===== src/rtl/lsu_seq_pkg.sv =====
// Package: shared types for the load/store sequencing unit.
// Assumes: 2-bit opcode field; phase encoding is internal only.
package lsu_seq_pkg;

    typedef enum logic [1:0] {
        OP_LOAD   = 2'b00,
        OP_STORE  = 2'b01,
        OP_UPDATE = 2'b10,
        OP_RSVD   = 2'b11
    } lsu_op_e;

    typedef enum logic [2:0] {
        PH_IDLE = 3'd0,
        PH_RD1  = 3'd1,
        PH_RD2  = 3'd2,
        PH_ADDR = 3'd3,
        PH_ST   = 3'd4,
        PH_WB   = 3'd5
    } lsu_phase_e;

    // True for the three defined opcodes.
    function automatic logic op_is_valid(input logic [1:0] op);
        return op != OP_RSVD;
    endfunction

endpackage


===== src/rtl/lsu_phase_fsm.sv =====
// Module: lsu_phase_fsm
// Holds the current phase and the opcode of the operation in flight.
// Advances only forward, and only on the go strobe that matches the
// current phase. Unused encodings fall back to idle.
// Assumes: synchronous active-low reset.
module lsu_phase_fsm
    import lsu_seq_pkg::*;
(
    input  logic       clk,
    input  logic       rst_n,
    input  logic       issue_vld,
    input  logic [1:0] issue_op,
    input  logic       rd1_go,
    input  logic       rd2_go,
    input  logic       addr_go,
    input  logic       st_go,
    input  logic       wb_go,
    output lsu_phase_e phase,
    output lsu_op_e    cur_op,
    output logic       acc_issue,
    output logic       cap_rd1,
    output logic       cap_rd2,
    output logic       cap_addr
);

    lsu_phase_e nxt;

    // Capture strobes: a go counts only in its own phase.
    always_comb begin
        acc_issue = (phase == PH_IDLE) && issue_vld && op_is_valid(issue_op);
        cap_rd1   = (phase == PH_RD1)  && rd1_go;
        cap_rd2   = (phase == PH_RD2)  && rd2_go;
        cap_addr  = (phase == PH_ADDR) && addr_go;
    end

    // Next-phase selection along the path chosen by the opcode.
    always_comb begin
        nxt = phase;
        unique case (phase)
            PH_IDLE: if (acc_issue) nxt = PH_RD1;
            PH_RD1:  if (rd1_go)    nxt = (cur_op == OP_STORE) ? PH_RD2 : PH_ADDR;
            PH_RD2:  if (rd2_go)    nxt = PH_ADDR;
            PH_ADDR: if (addr_go)   nxt = (cur_op == OP_STORE) ? PH_ST : PH_WB;
            PH_ST:   if (st_go)     nxt = PH_IDLE;
            PH_WB:   if (wb_go)     nxt = PH_IDLE;
            default:                nxt = PH_IDLE;
        endcase
    end

    // Phase and opcode registers.
    always_ff @(posedge clk) begin
        if (!rst_n) begin
            phase  <= PH_IDLE;
            cur_op <= OP_LOAD;
        end else begin
            phase <= nxt;
            if (acc_issue) cur_op <= lsu_op_e'(issue_op);
        end
    end

endmodule


===== src/rtl/lsu_operand_regs.sv =====
// Module: lsu_operand_regs
// Operand, immediate and load-data registers plus the address adder.
// Each register loads only on its capture strobe from the phase FSM.
// Assumes: XLEN > IMM_W.
module lsu_operand_regs #(
    parameter int XLEN  = 32,
    parameter int IMM_W = 12
) (
    input  logic             clk,
    input  logic             rst_n,
    input  logic             acc_issue,
    input  logic             cap_rd1,
    input  logic             cap_rd2,
    input  logic             cap_addr,
    input  logic [IMM_W-1:0] issue_imm,
    input  logic [XLEN-1:0]  rd1_data,
    input  logic [XLEN-1:0]  rd2_data,
    input  logic [XLEN-1:0]  ld_data,
    output logic [XLEN-1:0]  ea,
    output logic [XLEN-1:0]  st_data,
    output logic [XLEN-1:0]  wb1_data
);

    localparam int EXT_W = XLEN - IMM_W;

    logic [IMM_W-1:0] imm_q;
    logic [XLEN-1:0]  base_q;
    logic [XLEN-1:0]  src2_q;
    logic [XLEN-1:0]  ldv_q;

    // Register loads on the capture strobes.
    always_ff @(posedge clk) begin
        if (!rst_n) begin
            imm_q  <= '0;
            base_q <= '0;
            src2_q <= '0;
            ldv_q  <= '0;
        end else begin
            if (acc_issue) imm_q  <= issue_imm;
            if (cap_rd1)   base_q <= rd1_data;
            if (cap_rd2)   src2_q <= rd2_data;
            if (cap_addr)  ldv_q  <= ld_data;
        end
    end

    // Effective address: base plus sign-extended immediate.
    always_comb begin
        ea       = base_q + {{EXT_W{imm_q[IMM_W-1]}}, imm_q};
        st_data  = src2_q;
        wb1_data = ldv_q;
    end

endmodule


===== src/rtl/lsu_req_decode.sv =====
// Module: lsu_req_decode
// Turns the phase and opcode into the request lines and busy.
// Purely combinational; at most one phase request is active at a time.
module lsu_req_decode
    import lsu_seq_pkg::*;
(
    input  lsu_phase_e phase,
    input  lsu_op_e    cur_op,
    output logic       busy,
    output logic       rd1_req,
    output logic       rd2_req,
    output logic       addr_req,
    output logic       st_req,
    output logic       wb1_req,
    output logic       wb2_req
);

    // Request decode.
    always_comb begin
        busy     = (phase != PH_IDLE);
        rd1_req  = (phase == PH_RD1);
        rd2_req  = (phase == PH_RD2);
        addr_req = (phase == PH_ADDR);
        st_req   = (phase == PH_ST);
        wb1_req  = (phase == PH_WB);
        wb2_req  = (phase == PH_WB) && (cur_op == OP_UPDATE);
    end

endmodule


===== src/rtl/lsu_seq.sv =====
// Module: lsu_seq (top)
// Sequences one load, store or load-with-update operation through
// paired request/go handshakes. The register file and memory answer
// each request with a single-cycle go pulse plus any data.
// Assumes: synchronous active-low reset; data is valid with its go.
module lsu_seq
    import lsu_seq_pkg::*;
#(
    parameter int XLEN  = 32,
    parameter int IMM_W = 12
) (
    input  logic             clk,
    input  logic             rst_n,
    input  logic             issue_vld,
    input  logic [1:0]       issue_op,
    input  logic [IMM_W-1:0] issue_imm,
    output logic             busy,
    output logic             rd1_req,
    input  logic             rd1_go,
    input  logic [XLEN-1:0]  rd1_data,
    output logic             rd2_req,
    input  logic             rd2_go,
    input  logic [XLEN-1:0]  rd2_data,
    output logic             addr_req,
    input  logic             addr_go,
    output logic [XLEN-1:0]  ea,
    input  logic [XLEN-1:0]  ld_data,
    output logic             st_req,
    input  logic             st_go,
    output logic [XLEN-1:0]  st_data,
    output logic             wb1_req,
    output logic             wb2_req,
    input  logic             wb_go,
    output logic [XLEN-1:0]  wb1_data,
    output logic [XLEN-1:0]  wb2_data
);

    lsu_phase_e phase;
    lsu_op_e    cur_op;
    logic       acc_issue, cap_rd1, cap_rd2, cap_addr;

    lsu_phase_fsm u_fsm (
        .clk      (clk),
        .rst_n    (rst_n),
        .issue_vld(issue_vld),
        .issue_op (issue_op),
        .rd1_go   (rd1_go),
        .rd2_go   (rd2_go),
        .addr_go  (addr_go),
        .st_go    (st_go),
        .wb_go    (wb_go),
        .phase    (phase),
        .cur_op   (cur_op),
        .acc_issue(acc_issue),
        .cap_rd1  (cap_rd1),
        .cap_rd2  (cap_rd2),
        .cap_addr (cap_addr)
    );

    lsu_operand_regs #(.XLEN(XLEN), .IMM_W(IMM_W)) u_regs (
        .clk      (clk),
        .rst_n    (rst_n),
        .acc_issue(acc_issue),
        .cap_rd1  (cap_rd1),
        .cap_rd2  (cap_rd2),
        .cap_addr (cap_addr),
        .issue_imm(issue_imm),
        .rd1_data (rd1_data),
        .rd2_data (rd2_data),
        .ld_data  (ld_data),
        .ea       (ea),
        .st_data  (st_data),
        .wb1_data (wb1_data)
    );

    lsu_req_decode u_dec (
        .phase   (phase),
        .cur_op  (cur_op),
        .busy    (busy),
        .rd1_req (rd1_req),
        .rd2_req (rd2_req),
        .addr_req(addr_req),
        .st_req  (st_req),
        .wb1_req (wb1_req),
        .wb2_req (wb2_req)
    );

    // Second write-back carries the updated base.
    assign wb2_data = ea;

endmodule


===== config.mk =====
export PLATFORM = sky130hd
export DESIGN_NAME = lsu_seq
export DESIGN_NICKNAME = d
export VERILOG_FILES = /design/src/rtl/lsu_seq_pkg.sv /design/src/rtl/lsu_phase_fsm.sv /design/src/rtl/lsu_operand_regs.sv /design/src/rtl/lsu_req_decode.sv /design/src/rtl/lsu_seq.sv
export SDC_FILE = /design/constraint.sdc
export NUM_CORES = 1
export LEC_CHECK = 0
export ABC_AREA = 0
export BUFFER_PORTS_ARGS = -buffer_cell sky130_fd_sc_hd__clkbuf_2
export CORE_MARGIN = 3
export CORE_UTILIZATION = 45
export DETAILED_ROUTE_END_ITERATION = 7
export MAX_ROUTING_LAYER = met4
export PLACE_DENSITY = 0.76
export SETUP_SLACK_MARGIN = 0.02
export SKIP_CTS_REPAIR_TIMING = 1
export SYNTH_ARGS = -nofsm -noshare
export SYNTH_HDL_FRONTEND = slang
export SYNTH_SLANG_ARGS = --single-unit

===== constraint.sdc =====
create_clock -name clk -period 9.06 [get_ports clk]
set_input_delay 1.812 -clock clk [delete_from_list [all_inputs] [get_ports clk]]
set_output_delay 1.812 -clock clk [all_outputs]
set_load 0.02 [all_outputs]

* Word-level counts from Yosys, hierarchy flattened
Index checks and enable logic that the tools add are counted.
Storage, ports and cells: input bits 118, register bits 113, word-level logic and storage cells 39
Cells by class: reductions and logical operators 9, mux-type cells 9, $add $sub $neg 1, equality and inequality tests 14
Operators by type and width (number):
- adder 32 bit | 1
- 2-to-1 mux 3 bit | 6
- one-hot mux 3 bit (6 select lines) | 1
- != test 2 x 1 -> 1 bit (second input constant) | 5
- == test 3 x 2 -> 1 bit (second input constant) | 2
- == test 3 bit (second input constant) | 2
- logical AND 1 bit | 6
- AND reduction 6 bit | 1
- != test 2 bit (second input constant) | 2
- == test 3 x 1 -> 1 bit (second input constant) | 1
- zero test 3 bit | 1
- nonzero test 3 bit | 1
- == test 2 x 1 -> 1 bit (second input constant) | 1
- == test 2 bit (second input constant) | 1
- 2-to-1 mux 1 bit | 2

* Logic depth before layout (Yosys ltp)
word-level depth 5, gate-level depth with buffers 11, depth with buffers taken out 10

* By module
A second synthesis with hierarchy kept.
Second synthesis, totals: cell total of the unflattened synthesis 667, area total of the unflattened synthesis 6331.1 µm²
Modules (own cells, without submodules):
- lsu_operand_regs | sequential area each 2162.1 µm², cells an instance 586, instances 1, area an instance 5709.2 µm²
- lsu_phase_fsm | sequential area each 100.1 µm², cells an instance 41, instances 1, area an instance 327.8 µm²
- lsu_seq | sequential area each 0.0 µm², cells an instance 32, instances 1, area an instance 240.2 µm²
- lsu_req_decode | sequential area each 0.0 µm², cells an instance 8, instances 1, area an instance 53.8 µm²

* Least setup slack after synthesis
Ideal clock, no wire load.
kind reg-to-output, start register u_regs.imm_q[11], end output port wb2_data[31], stages on the path, launching flop included 12, path buffers 2, setup slack 4229 ps, data arrival time 3019 ps, cells stage by stage dfxtp_1 ha_1 buf_2 and4_1 and3_1 a31o_2 a21oi_1 o31ai_2 a211oi_1 o21bai_1 xnor2_1 buf_4
On the way: cells in the longest elaborated chain, start to end 1
RTL lines:
- from (decl) | line lsu_operand_regs.sv:26 | logic [IMM_W-1:0] imm_q;
- from (signal assigned) | line lsu_operand_regs.sv:39 | if (acc_issue) imm_q <= issue_imm;
- adder 32 bit | line lsu_operand_regs.sv:48 | ea = base_q + {{EXT_W{imm_q[IMM_W-1]}}, imm_q};
- to (decl) | line lsu_seq.sv:35 | output logic [XLEN-1:0] wb2_data
No other way between the ends.

* Worst setup path after layout
Ends and elaborated chain as after synthesis.

==> results by group <==
STA
  • Max Transition Viols Final: 0
  • Post-layout worst setup margin: ~3.6 ns
  • Final Cycle Share: 60.3%
  • Time the worst path needs with I/O delays and setup: 5.46 ns
  • Final sum of negative setup slack: 0 ns
  • Worst clock skew: 0.0112 ns
  • Worst slew margin relative to its limit: between 10% and 20%
  • Final setup violation count: 0
  • Least-Margin Pin Slew: approximately 1.2 ns
  • Fmax: ~180 MHz
  • Final hold vios: 0
  • Unrepaired setup endpoints after global routing: no

Power
  • Share of total power in combinational logic: roughly a third
  • Sequential cell fraction of total power: 30.8%
  • Internal power component: between 1 and 1.5 mW
  • NetSw: 700 uW
  • Static power due to leakage: ~3.6 nW
  • Power density over the cells: between 200 and 250 nW/um^2
  • Part of the power in the clock network: between 30% and 40%
  • Maximum VDD drop: between 0.15 and 0.2 mV
  • Switching share of power: a little over a third

Clocking
  • Clock insertion delay at the later pin of the skew report: just over 0.4 ns
  • Clk pin slew, worst setup/hold paths: approximately 0.050 ns
  • Sink Count: ~110
  • TritonCTS clock tree: done
  • Worst-case clock buffer depth: 2
  • Buffer type at the clock tree root: sky130_fd_sc_hd__clkbuf_16
  • Number of clock buffers inserted by TritonCTS: 17
  • Number of H-tree branching levels: 4

Global routing
  • Antenna violations before repair: 0
  • GRT Residual Overflow: 0
  • Wire length of the first global-routing pass: around 25,000 microns
  • Vias in the first global route: roughly 5.3k
  • Maximum number of pins on one net before global-route repair: 72
  • Tot GR Track Use: 22.0%

Drt
  • Count of routing violations after the opening detailed-route iteration: about 400
  • Average routed wire per standard cell: around 14 microns
  • DR vias: approximately 5.7k
  • Vias per std cell: approximately 5
  • Number of DRC violations after detailed routing: 0
  • Aggregate routed wire length: 16,300 microns
  • First-pass iteration count of the detailed router: 4
  • Antenna viol nets, final: 0

Yosys
  • Synth Area per Inst: 7.97 sq um
  • Post-synthesis instance area: just over 6000 sq um
  • Net Count, Synth: between 900 and 1k
  • Sequential cell area fraction in the yosys report: a little under two fifths
  • Unique masters post-synth: 52
  • Flop and latch count out of synthesis: roughly 110
  • Yosys warning count: 0
  • Most frequently used flop master after synthesis: sky130_fd_sc_hd__dfxtp_1
  • Share of flip-flops with an asynchronous set or reset after synthesis: 0%
  • Synthesized netlist cell count: about 760
  • Number of enable-type register cells in the synthesized netlist: 0

Critical path
  • Worst setup path endpoint: wb2_data[31]
  • Endpoint of the worst-slack reg-to-reg timing path: u_regs.base_q[17]
  • Capturing element type of the critical path: output port
  • Worst reg2reg path startpoint: u_fsm.phase[0]
  • Maximum fanout along the worst path: 22
  • Type of element launching the critical path: flip-flop
  • Setup CP Type: reg2out
  • Critical path startpoint: u_regs.imm_q[11]
  • Worst setup slack for register-to-register paths: roughly 6.7 ns
  • Req. time, crit path: ~7.3 ns
  • Arrival @ worst endpoint: 3.65 ns
  • R2r worst-path depth: 5

Placement
  • HPWL after DPL: 12,100 microns
  • Gp weighted congestion: roughly 0.9
  • Setup slack at placement: 4.08 ns
  • Area after detailed placement: 7170 sq um
  • Number of I/O port buffers: around 250

Worst hold path
  • Hold Path Class: reg2reg

Die
  • X dimension of the die: ~120 microns
  • Chip height: 122 microns
  • Core Region: 12,900 sq um
  • Std-Cell Rows: 41
  • Area of the die: 14,900 sq um
  • Top-level port count: approximately 250
  • Initial Utilization: 47.0%

Finish
  • Post-layout instance area: slightly below 8000 sq um
  • Count of nets after finishing: between 1k and 1.5k
  • Commonest non-fill, non-tap cell in the layout: sky130_fd_sc_hd__clkbuf_2
  • Antenna cells: 0
  • Synthesis-to-layout area growth: 28.3%
  • Share of post-route cells with drive strength above 1: a little under a third
  • Commonest cells after routing, fill and taps aside: 252 x sky130_fd_sc_hd__clkbuf_2, 237 x sky130_fd_sc_hd__nand2_1, 113 x sky130_fd_sc_hd__dfxtp_1, 109 x sky130_fd_sc_hd__a21boi_0, 31 x sky130_fd_sc_hd__ha_1

Run status
  • Run status: completed

Flow run
  • Maximum capacitance violations: 0
-- stage by stage --
step                      std cells  util (%)  total power, mW  hold slack (ns)
after floorplan                 762         -             1.08            0.447
after global placement         1114      55.4             1.21            0.451
after detailed placement       1114      55.4             1.22            0.456
after CTS                      1146      60.3             1.93            0.464
after global routing           1146      60.3             2.03            0.479
final                          1146      60.3             1.92            0.460
-- power groups by stage --
stage	Sequential, mW	Clock, mW	Combinational, mW
2_1_floorplan	0.604	0	0.475
3_3_place_gp	0.599	0	0.616
3_5_place_dp	0.601	0	0.618
4_1_cts	0.590	0.723	0.620
5_1_grt	0.598	0.747	0.681
6_report	0.591	0.712	0.617
-- area by class of cell --
type                    instances  area (sq um)
clock buffers                  17           425
clock inverters                15           204
fillers                      1271          5130
inverters                       8          30.0
multi-input cells             567          3380
flip-flops and latches        113          2260
well taps                     172           215
repair buffers                254          1280
-- Yosys cell counts, drive strengths merged, types with 3 or more instances --
library cell	instances	area share, %
o211ai	4	0.58
a21o	11	1.4
nor2	24	1.5
or2	3	0.31
inv	8	0.49
nor2b	3	0.31
a31oi	5	0.51
o21ai	17	1.4
nor3	5	0.41
dfxtp	113	37
clkbuf	38	2.3
buf	36	4.3
xnor2	19	2.7
and2	5	0.51
a21oi	29	2.5
o21bai	4	0.49
a211oi	6	0.74
nand2	238	15
ha	31	6.4
nand4	5	0.51
xor2	10	1.4
a21boi	109	13
nand3	3	0.25
o21a	4	0.49
-- flip-flops by register name (all words and copies together) (netlist names) --
| signal | flops |
|---|---|
| u_fsm.cur_op | 2 |
| u_fsm.phase | 3 |
| u_regs.base_q | 32 |
| u_regs.imm_q | 12 |
| u_regs.st_data | 32 |
| u_regs.wb1_data | 32 |
-- cell families (layout without fill, tap and decap cells) --
| group | Yosys count | after routing | share of synthesized area, % |
|---|---|---|---|
| adder cells (fa/ha/maj) | 32 | 32 | 6.71 |
| AO/OA/AOI/OAI | 204 | 204 | 24.1 |
| AND/OR/NAND/NOR | 300 | 300 | 20.3 |
| multiplexers | 2 | 2 | 0.330 |
| flip-flops | 113 | 113 | 37.2 |
| buffers and inverters | 82 | 294 | 7.11 |
| XOR/XNOR | 29 | 29 | 4.18 |
-- worst max-delay path, stage by stage, from the launching register on --
cell,delay (ns)
sky130_fd_sc_hd__dfxtp_1,0.91
sky130_fd_sc_hd__ha_1,0.47
sky130_fd_sc_hd__and4_1,0.26
sky130_fd_sc_hd__and3_1,0.21
sky130_fd_sc_hd__a31o_2,0.23
sky130_fd_sc_hd__a21oi_1,0.14
sky130_fd_sc_hd__o31ai_2,0.12
sky130_fd_sc_hd__a211oi_1,0.28
sky130_fd_sc_hd__o21bai_1,0.12
sky130_fd_sc_hd__xnor2_1,0.27
sky130_fd_sc_hd__clkbuf_2,0.22
-- routing by layer --
metal  routed length, microns  GRT usage [%]
met2                     7650           35.3
met5                        0              -
met3                     1210           6.17
met4                      148           5.67
met1                     7300           27.5
-- worst min-delay path by stage --
stage / cells after the start / start / to
after global routing: 2 / u_regs.st_data[9] / u_regs.st_data[9]
final: 2 / u_regs.st_data[8] / u_regs.st_data[8]
after floorplan: 2 / u_regs.imm_q[0] / u_regs.imm_q[0]
after detailed placement: 2 / u_regs.st_data[2] / u_regs.st_data[2]
after CTS: 2 / u_regs.st_data[2] / u_regs.st_data[2]
after global placement: 2 / u_regs.st_data[0] / u_regs.st_data[0]
Note: power is estimated with default switching activity, not from simulation.
